==> config.mk <==
export PLATFORM = sky130hd
export DESIGN_NAME = eep_i2c_slave
export DESIGN_NICKNAME = d
export VERILOG_FILES = /design/src/rtl/eep_pkg.sv /design/src/rtl/eep_line_cond.sv /design/src/rtl/eep_busy_timer.sv /design/src/rtl/eep_store.sv /design/src/rtl/eep_i2c_slave.sv
export SDC_FILE = /design/constraint.sdc
export NUM_CORES = 2
export LEC_CHECK = 0
export BUFFER_PORTS_ARGS = -buffer_cell sky130_fd_sc_hd__buf_4
export CAP_MARGIN = 40
export CELL_PAD_IN_SITES_DETAIL_PLACEMENT = 0
export CELL_PAD_IN_SITES_GLOBAL_PLACEMENT = 1
export CORE_MARGIN = 3
export CORE_UTILIZATION = 40
export DETAILED_ROUTE_END_ITERATION = 6
export PLACE_DENSITY = 0.69
export SLEW_MARGIN = 25
export SYNTH_ARGS = -nofsm -noshare
export SYNTH_HDL_FRONTEND = slang
export SYNTH_SLANG_ARGS = --single-unit
==> constraint.sdc <==
create_clock -name clk -period 2 [get_ports clk]
set_input_delay 0.1 -clock clk [delete_from_list [all_inputs] [get_ports clk]]
set_output_delay 0.1 -clock clk [all_outputs]
set_load 0.02 [all_outputs]
==> src/rtl/eep_pkg.sv <==
package eep_pkg;
  localparam int EEP_ADDR_W = 8;
  localparam int EEP_BYTE_W = 8;
  localparam logic [3:0] EEP_TYPE_CODE = 4'b1010;

  typedef enum logic [3:0] {
    ST_IDLE,
    ST_DEV,
    ST_DEV_ACK,
    ST_WORD,
    ST_WORD_ACK,
    ST_WDAT,
    ST_WDAT_ACK,
    ST_RDAT,
    ST_RDAT_ACK,
    ST_SKIP
  } eep_state_e;
endpackage

==> src/rtl/eep_line_cond.sv <==
module eep_line_cond #(
  parameter int SYNC_STAGES = 2
) (
  input  logic clk,
  input  logic rst_n,
  input  logic scl_i,
  input  logic sda_i,
  output logic sda_s,
  output logic scl_rise,
  output logic scl_fall,
  output logic start_ev,
  output logic stop_ev
);
  logic [SYNC_STAGES-1:0] scl_pipe;
  logic [SYNC_STAGES-1:0] sda_pipe;
  logic scl_s;
  logic scl_d;
  logic sda_d;

  always_ff @(posedge clk or negedge rst_n) begin
    if (!rst_n) begin
      scl_pipe <= '1;
      sda_pipe <= '1;
      scl_d    <= 1'b1;
      sda_d    <= 1'b1;
    end else begin
      scl_pipe <= {scl_pipe[SYNC_STAGES-2:0], scl_i};
      sda_pipe <= {sda_pipe[SYNC_STAGES-2:0], sda_i};
      scl_d    <= scl_s;
      sda_d    <= sda_s;
    end
  end

  assign scl_s    = scl_pipe[SYNC_STAGES-1];
  assign sda_s    = sda_pipe[SYNC_STAGES-1];
  assign scl_rise = scl_s & ~scl_d;
  assign scl_fall = ~scl_s & scl_d;
  // data edges while the clock stays high are bus conditions
  assign start_ev = scl_s & scl_d & sda_d & ~sda_s;
  assign stop_ev  = scl_s & scl_d & ~sda_d & sda_s;
endmodule

==> src/rtl/eep_busy_timer.sv <==
module eep_busy_timer #(
  parameter int BUSY_CYCLES = 5000
) (
  input  logic clk,
  input  logic rst_n,
  input  logic load,
  output logic busy
);
  localparam int CNT_W = $clog2(BUSY_CYCLES + 1);

  logic [CNT_W-1:0] cnt_q;
  logic [CNT_W-1:0] cnt_d;
  logic             cnt_en;

  always_comb begin
    cnt_en = 1'b0;
    cnt_d  = cnt_q;
    if (load) begin
      cnt_en = 1'b1;
      cnt_d  = CNT_W'(BUSY_CYCLES);
    end else if (cnt_q != '0) begin
      cnt_en = 1'b1;
      cnt_d  = cnt_q - 1'b1;
    end
  end

  always_ff @(posedge clk or negedge rst_n) begin
    if (!rst_n) begin
      cnt_q <= '0;
    end else if (cnt_en) begin
      cnt_q <= cnt_d;
    end
  end

  assign busy = (cnt_q != '0);
endmodule

==> src/rtl/eep_store.sv <==
module eep_store #(
  parameter int ADDR_W = 8,
  parameter int PAGE_W = 2,
  parameter int BYTE_W = 8
) (
  input  logic              clk,
  input  logic              rst_n,
  input  logic              buf_clr,
  input  logic [ADDR_W-1:0] clr_addr,
  input  logic              buf_we,
  input  logic [PAGE_W-1:0] buf_idx,
  input  logic [BYTE_W-1:0] buf_wdata,
  input  logic              commit,
  input  logic [ADDR_W-1:0] rd_addr,
  output logic [BYTE_W-1:0] rd_data,
  output logic              has_data
);
  localparam int DEPTH  = 1 << ADDR_W;
  localparam int PAGE_N = 1 << PAGE_W;
  localparam int BASE_W = ADDR_W - PAGE_W;

  logic [BYTE_W-1:0] mem [DEPTH];
  logic [BYTE_W-1:0] pg_data [PAGE_N];
  logic [PAGE_N-1:0] pg_vld;
  logic [BASE_W-1:0] pg_base;

  // valid mask carries control meaning, so it is reset
  always_ff @(posedge clk or negedge rst_n) begin
    if (!rst_n) begin
      pg_vld <= '0;
    end else if (buf_clr) begin
      pg_vld <= '0;
    end else if (buf_we) begin
      pg_vld[buf_idx] <= 1'b1;
    end
  end

  always_ff @(posedge clk) begin
    if (buf_clr) begin
      pg_base <= clr_addr[ADDR_W-1:PAGE_W];
    end
  end

  generate
    for (genvar g = 0; g < PAGE_N; g++) begin : g_slot
      always_ff @(posedge clk) begin
        if (buf_we && (buf_idx == PAGE_W'(g))) begin
          pg_data[g] <= buf_wdata;
        end
      end
    end
  endgenerate

  // the whole page lands in one clock at commit
  always_ff @(posedge clk) begin
    if (commit) begin
      for (int p = 0; p < PAGE_N; p++) begin
        if (pg_vld[p]) begin
          mem[{pg_base, PAGE_W'(p)}] <= pg_data[p];
        end
      end
    end
  end

  assign rd_data  = mem[rd_addr];
  assign has_data = |pg_vld;
endmodule

==> src/rtl/eep_i2c_slave.sv <==
module eep_i2c_slave
  import eep_pkg::*;
#(
  parameter int PAGE_W      = 2,
  parameter int BUSY_CYCLES = 5000,
  parameter int SYNC_STAGES = 2
) (
  input  logic       clk,
  input  logic       rst_n,
  input  logic       scl_i,
  input  logic       sda_i,
  input  logic [2:0] strap_i,
  output logic       sda_oe_o,
  output logic       busy_o
);
  localparam int ADDR_W = EEP_ADDR_W;
  localparam int BYTE_W = EEP_BYTE_W;
  localparam int CNT_W  = $clog2(BYTE_W + 1);
  localparam logic [CNT_W-1:0] LAST_BIT = CNT_W'(BYTE_W);

  // reset: asserted at once, released on a clock edge
  logic [1:0] rst_pipe;
  logic       rst_core_n;

  always_ff @(posedge clk or negedge rst_n) begin
    if (!rst_n) begin
      rst_pipe <= '0;
    end else begin
      rst_pipe <= {rst_pipe[0], 1'b1};
    end
  end
  assign rst_core_n = rst_pipe[1];

  logic sda_s;
  logic scl_rise;
  logic scl_fall;
  logic start_ev;
  logic stop_ev;

  eep_line_cond #(.SYNC_STAGES(SYNC_STAGES)) u_line (
    .clk      (clk),
    .rst_n    (rst_core_n),
    .scl_i    (scl_i),
    .sda_i    (sda_i),
    .sda_s    (sda_s),
    .scl_rise (scl_rise),
    .scl_fall (scl_fall),
    .start_ev (start_ev),
    .stop_ev  (stop_ev)
  );

  eep_state_e        state_q, state_d;
  logic [CNT_W-1:0]  cnt_q, cnt_d;
  logic [BYTE_W-1:0] sh_q, sh_d;
  logic              oe_q, oe_d;
  logic [ADDR_W-1:0] addr_q, addr_d;
  logic              mack_q, mack_d;

  logic              buf_clr;
  logic              buf_we;
  logic              commit;
  logic              has_data;
  logic [BYTE_W-1:0] rd_data;
  logic              busy;
  logic              dev_hit;

  eep_store #(.ADDR_W(ADDR_W), .PAGE_W(PAGE_W), .BYTE_W(BYTE_W)) u_store (
    .clk       (clk),
    .rst_n     (rst_core_n),
    .buf_clr   (buf_clr),
    .clr_addr  (addr_q),
    .buf_we    (buf_we),
    .buf_idx   (addr_q[PAGE_W-1:0]),
    .buf_wdata (sh_q),
    .commit    (commit),
    .rd_addr   (addr_q),
    .rd_data   (rd_data),
    .has_data  (has_data)
  );

  eep_busy_timer #(.BUSY_CYCLES(BUSY_CYCLES)) u_busy (
    .clk   (clk),
    .rst_n (rst_core_n),
    .load  (commit),
    .busy  (busy)
  );

  assign dev_hit = (sh_q[7:4] == EEP_TYPE_CODE) && (sh_q[3:1] == strap_i);

  always_comb begin
    state_d = state_q;
    cnt_d   = cnt_q;
    sh_d    = sh_q;
    oe_d    = oe_q;
    addr_d  = addr_q;
    mack_d  = mack_q;
    buf_clr = 1'b0;
    buf_we  = 1'b0;
    commit  = 1'b0;

    if (busy) begin
      state_d = ST_IDLE;
      oe_d    = 1'b0;
    end else if (start_ev) begin
      state_d = ST_DEV;
      cnt_d   = '0;
      oe_d    = 1'b0;
    end else if (stop_ev) begin
      state_d = ST_IDLE;
      oe_d    = 1'b0;
      // a stop is always preceded by one clock rise sampled as a bit
      if ((state_q == ST_WDAT) && (cnt_q <= CNT_W'(1)) && has_data) begin
        commit = 1'b1;
      end
    end else begin
      unique case (state_q)
        ST_DEV, ST_WORD, ST_WDAT: begin
          if (scl_rise) begin
            sh_d  = {sh_q[BYTE_W-2:0], sda_s};
            cnt_d = cnt_q + 1'b1;
          end else if (scl_fall && (cnt_q == LAST_BIT)) begin
            cnt_d = '0;
            if (state_q == ST_DEV) begin
              if (dev_hit) begin
                oe_d    = 1'b1;
                state_d = ST_DEV_ACK;
              end else begin
                state_d = ST_SKIP;
              end
            end else if (state_q == ST_WORD) begin
              addr_d  = sh_q;
              oe_d    = 1'b1;
              state_d = ST_WORD_ACK;
            end else begin
              buf_we  = 1'b1;
              addr_d  = {addr_q[ADDR_W-1:PAGE_W], addr_q[PAGE_W-1:0] + 1'b1};
              oe_d    = 1'b1;
              state_d = ST_WDAT_ACK;
            end
          end
        end
        ST_DEV_ACK: begin
          if (scl_fall) begin
            if (sh_q[0]) begin
              sh_d    = rd_data;
              oe_d    = ~rd_data[BYTE_W-1];
              cnt_d   = CNT_W'(1);
              state_d = ST_RDAT;
            end else begin
              oe_d    = 1'b0;
              cnt_d   = '0;
              state_d = ST_WORD;
            end
          end
        end
        ST_WORD_ACK: begin
          if (scl_fall) begin
            oe_d    = 1'b0;
            buf_clr = 1'b1;
            state_d = ST_WDAT;
          end
        end
        ST_WDAT_ACK: begin
          if (scl_fall) begin
            oe_d    = 1'b0;
            state_d = ST_WDAT;
          end
        end
        ST_RDAT: begin
          if (scl_fall) begin
            if (cnt_q == LAST_BIT) begin
              oe_d    = 1'b0;
              addr_d  = addr_q + 1'b1;
              state_d = ST_RDAT_ACK;
            end else begin
              oe_d  = ~sh_q[BYTE_W-2];
              sh_d  = {sh_q[BYTE_W-2:0], 1'b0};
              cnt_d = cnt_q + 1'b1;
            end
          end
        end
        ST_RDAT_ACK: begin
          if (scl_rise) begin
            mack_d = ~sda_s;
          end else if (scl_fall) begin
            if (mack_q) begin
              sh_d    = rd_data;
              oe_d    = ~rd_data[BYTE_W-1];
              cnt_d   = CNT_W'(1);
              state_d = ST_RDAT;
            end else begin
              state_d = ST_SKIP;
            end
          end
        end
        default: begin
          oe_d = 1'b0;
        end
      endcase
    end
  end

  always_ff @(posedge clk or negedge rst_core_n) begin
    if (!rst_core_n) begin
      state_q <= ST_IDLE;
      cnt_q   <= '0;
      sh_q    <= '0;
      oe_q    <= 1'b0;
      addr_q  <= '0;
      mack_q  <= 1'b0;
    end else begin
      state_q <= state_d;
      cnt_q   <= cnt_d;
      sh_q    <= sh_d;
      oe_q    <= oe_d;
      addr_q  <= addr_d;
      mack_q  <= mack_d;
    end
  end

  assign sda_oe_o = oe_q;
  assign busy_o   = busy;
endmodule

==> results.py <==
metrics = {
    "route": {
        "drt-total-wl_mm": 290.4,
        "num_vias": 49531,
        "wl_per_cell_um": 35.76,
        "via_per_inst": 6.099,
        "drtPass1Iterations": 6,
        "detail-route-antenna-nets": 0,
        "drt_iter0_markers": 8436,
        "drc": 0,
    },
    "power": {
        "power_switching_mw": 17.65,
        "power_leakage_nw": 38.82,
        "power_density_nw_per_um2": 821.8,
        "pwr-share-seq": 0.534,
        "swShare": 0.1950,
        "power_mw": 90.53,
        "ir_drop_mv": 0.9715,
        "p_clk_frac": 0.465,
        "cellInternalPower_mw": 72.88,
        "power_frac_comb": 0.001,
    },
    "sta": {
        "period_needed_ns": 3.289,
        "skew_ns": 0.04112,
        "worst_pin_slew_ns": 0.7659,
        "min_period_over_period": 1.645,
        "hold_viol_final": 0,
        "slew_viol_final": 0,
        "setup_ws_ns": -1.289,
        "max-slew-margin-rel": 0.4894,
        "fmax_mhz": 304.0,
        "rsz0062_at_grt": "true",
        "setup_viol": 2130,
        "hold_ws_ns": 0.09176,
    },
    "synthesis": {
        "ys.flop_type": "edfxtp_1",
        "ys_warn_count": 0,
        "ys_seq_elements": 2137,
        "synth_fp_nets": 4076,
        "ys_seq_area_frac": 0.7644,
        "synth.cell_area_sq_um": 83630,
        "yosys.area.top_type": "edfxtp_1",
        "synthArstFlopShare": 0.02387,
        "synth-edff-count": 2086,
        "synth_area_leaders": "edfxtp_1 (75%), mux4_2 (14%), mux2i_1 (2.3%)",
        "synthCells": 4061,
        "post-synth-top-count-cell": "edfxtp_1",
        "netlist.area_leader.share": 0.7490,
        "synthDistinctLibCells": 75,
        "avgSynthCellArea_sq_um": 20.59,
        "synth_common_cells": "edfxtp_1 (2,086), mux4_2 (510), nor2_1 (328)",
    },
    "global_route": {
        "grt_max_degree": 65,
        "grt_pass1_wl_mm": 399.9,
        "track_usage": 0.2672,
        "grt-ovfl-total": 0,
        "antenna_found_initial": 27,
        "grt_pass1_vias": 49040,
    },
    "place": {
        "numPlacedInstances": 7552,
        "gp_congestion": 0.9452,
        "dp_hpwl_mm": 174.7,
        "numPortBuffers": 8,
        "placed_area_sq_um": 98770,
    },
    "cells_and_area": {
        "final_cells": 8121,
        "final_cell_area_sq_um": 110200,
        "drive_gt1_frac": 0.4369,
        "area_growth_pct": 31.73,
        "nets": 5162,
    },
    "floorplanning": {
        "core_sq_um": 207500,
        "initial_core_util": 0.4031,
        "die_x_um": 463.2,
        "die_h_um": 463.2,
        "die-area_sq_um": 214600,
        "io_pins": 9,
        "num_rows": 167,
    },
    "worst_setup_path": {
        "critPathRequiredTime_ns": 2.74,
        "r2r_cells": 13,
        "start_kind": "register",
        "arrival_ns": 4.03,
        "critPathMaxFanout": 7,
        "worstSetupPathType": "register to register",
        "endpoint_kind": "register",
    },
    "outcome": {
        "outcome": "complete, but fails checks",
        "violations": "negative setup slack",
    },
    "clocking": {
        "clk_pin_slew_ns": 0.06,
        "clock-sinks": 2137,
        "cts-root-buf": "clkbuf_16",
        "clkLatencyLatePin_ns": 0.89,
        "cts_buffer_depth": 3,
        "cts_tree": "yes",
        "htreeDepth": 4,
        "cts-buffers-inserted": 207,
    },
    "flow_run": {
        "cap_violations": 0,
    },
    "min_path": {
        "hold_class": "input port to asynchronous set/reset pin",
    },
}
==> area by class of cell <==
cell class,instances,area (sq um)
fillers,15686,97320
flip-flops and latches,2137,63940
multi-input cells,1682,21330
repair buffers,1102,13970
clock buffers,250,5363
well taps,2788,3488
clock inverters,141,1987
inverters,17,68.82
diodes,4,10.01
==> state kept, by name, indices dropped and copies added (netlist names), 2 cells and up <==
signal,flops
u_store.pg_data,32
rst_pipe,2
cnt_q,4
u_line.sda_pipe,2
u_line.scl_pipe,2
u_store.pg_base,6
u_busy.cnt_q,13
u_store.pg_vld,4
u_store.mem,2048
state_q,4
addr_q,8
sh_q,8
==> power groups by stage <==
stage                     logic (mW)  registers [mW]  clock network, mW
after floorplan               0.0142            49.4                  0
after global placement        0.0769            49.3                  0
after detailed placement      0.0783            49.3                  0
after CTS                     0.0880            48.4               42.4
after global routing          0.0974            48.4               44.1
final                         0.0876            48.4               42.1
==> layout by cell type, fill, tap and decap left out, types with 21 or more instances in the layout <==
cell          n
o22ai_1      42
buf_12      342
buf_4       607
a21oi_1      51
clkbuf_1     42
o21ai_0      56
dfrtp_1      38
clkinv_1     36
nor2_4      260
mux2i_1     172
nand3_1      21
buf_16       43
buf_6        86
clkinv_2     33
edfxtp_1   2086
bufinv_16    40
clkbuf_16   213
mux4_2      510
nand2_1     135
nor2_1       64
a22oi_1      24
==> through the flow <==
stage                     setup TNS [ns]  setup WS, ns    util
after floorplan                 -1779.07        -1.108       -
after global placement          -2143.14        -1.760  0.4760
after detailed placement        -2117.13        -1.712  0.4760
after CTS                       -2230.78        -1.235  0.5269
after global routing            -2461.77        -1.336  0.5309
final                           -2322.98        -1.289  0.5309
==> path summary, 6_finish.rpt <==
kind / startpoint / end / slack, ns
max: addr_q[0]$_DFFE_PN0P_ / sh_q[7]$_DFFE_PN0P_ / -1.29
min: rst_n / rst_pipe[0]$_DFF_PN0_ / 0.09
max reg2reg: addr_q[0]$_DFFE_PN0P_ / sh_q[7]$_DFFE_PN0P_ / -1.29
min reg2reg: u_line.sda_pipe[0]$_DFF_PN1_ / u_line.sda_pipe[1]$_DFF_PN1_ / 0.36
max in group asynchronous: rst_pipe[1]$_DFF_PN0_ / addr_q[3]$_DFFE_PN0P_ / 1.00
min in group clk: strap_i[0] / state_q[1]$_DFFE_PN0P_ / 0.09
==> critical path, cell delays in order, from the launching register on <==
cell	delay, ns
dfrtp_4	0.45
buf_12	0.17
buf_16	0.19
buf_16	0.20
buf_6	0.13
mux4_2	0.50
nor2_2	0.10
a31oi_1	0.06
a311oi_2	0.40
buf_4	0.23
o31ai_4	0.07
a32oi_2	0.27
o21ai_1	0.09
mux2_4	0.25
==> routing by layer <==
layer  up-vias  part of all wire  global-route usage
met4         2             0.044              0.1008
met3       633              0.13             0.06851
li1      19060                 -                   -
met2      3718              0.46              0.4108
met1     26118              0.37              0.3684
met5         -          0.000045                   0
==> timing repair <==
| item | CTS | global route |
|---|---|---|
| setup buffers | 91 | 51 |
| gates resized for setup | 272 | 89 |
| endpoints found under the setup margin | 2130 | 2130 |
| hold endpoints to repair | 4 | 0 |
| cloned | 30 | 6 |
| hold buffers | 6 | 0 |
| pin swaps | 65 | 56 |
==> logic make-up (layout without fill, tap and decap cells) <==
logic type,after synthesis,count (layout),synth area share
DFF,2137,2137,0.7644
muxes,711,711,0.1616
and+or+nand+nor,629,633,0.03333
AOI/OAI and AO/OA,321,321,0.02530
buffers and inverters,246,1510,0.01333
adders and majority gates,8,8,0.001197
xor gates and xnor gates,8,8,0.0008379
other,1,5,0.00004484
Note: power is estimated with default switching activity, not from simulation.
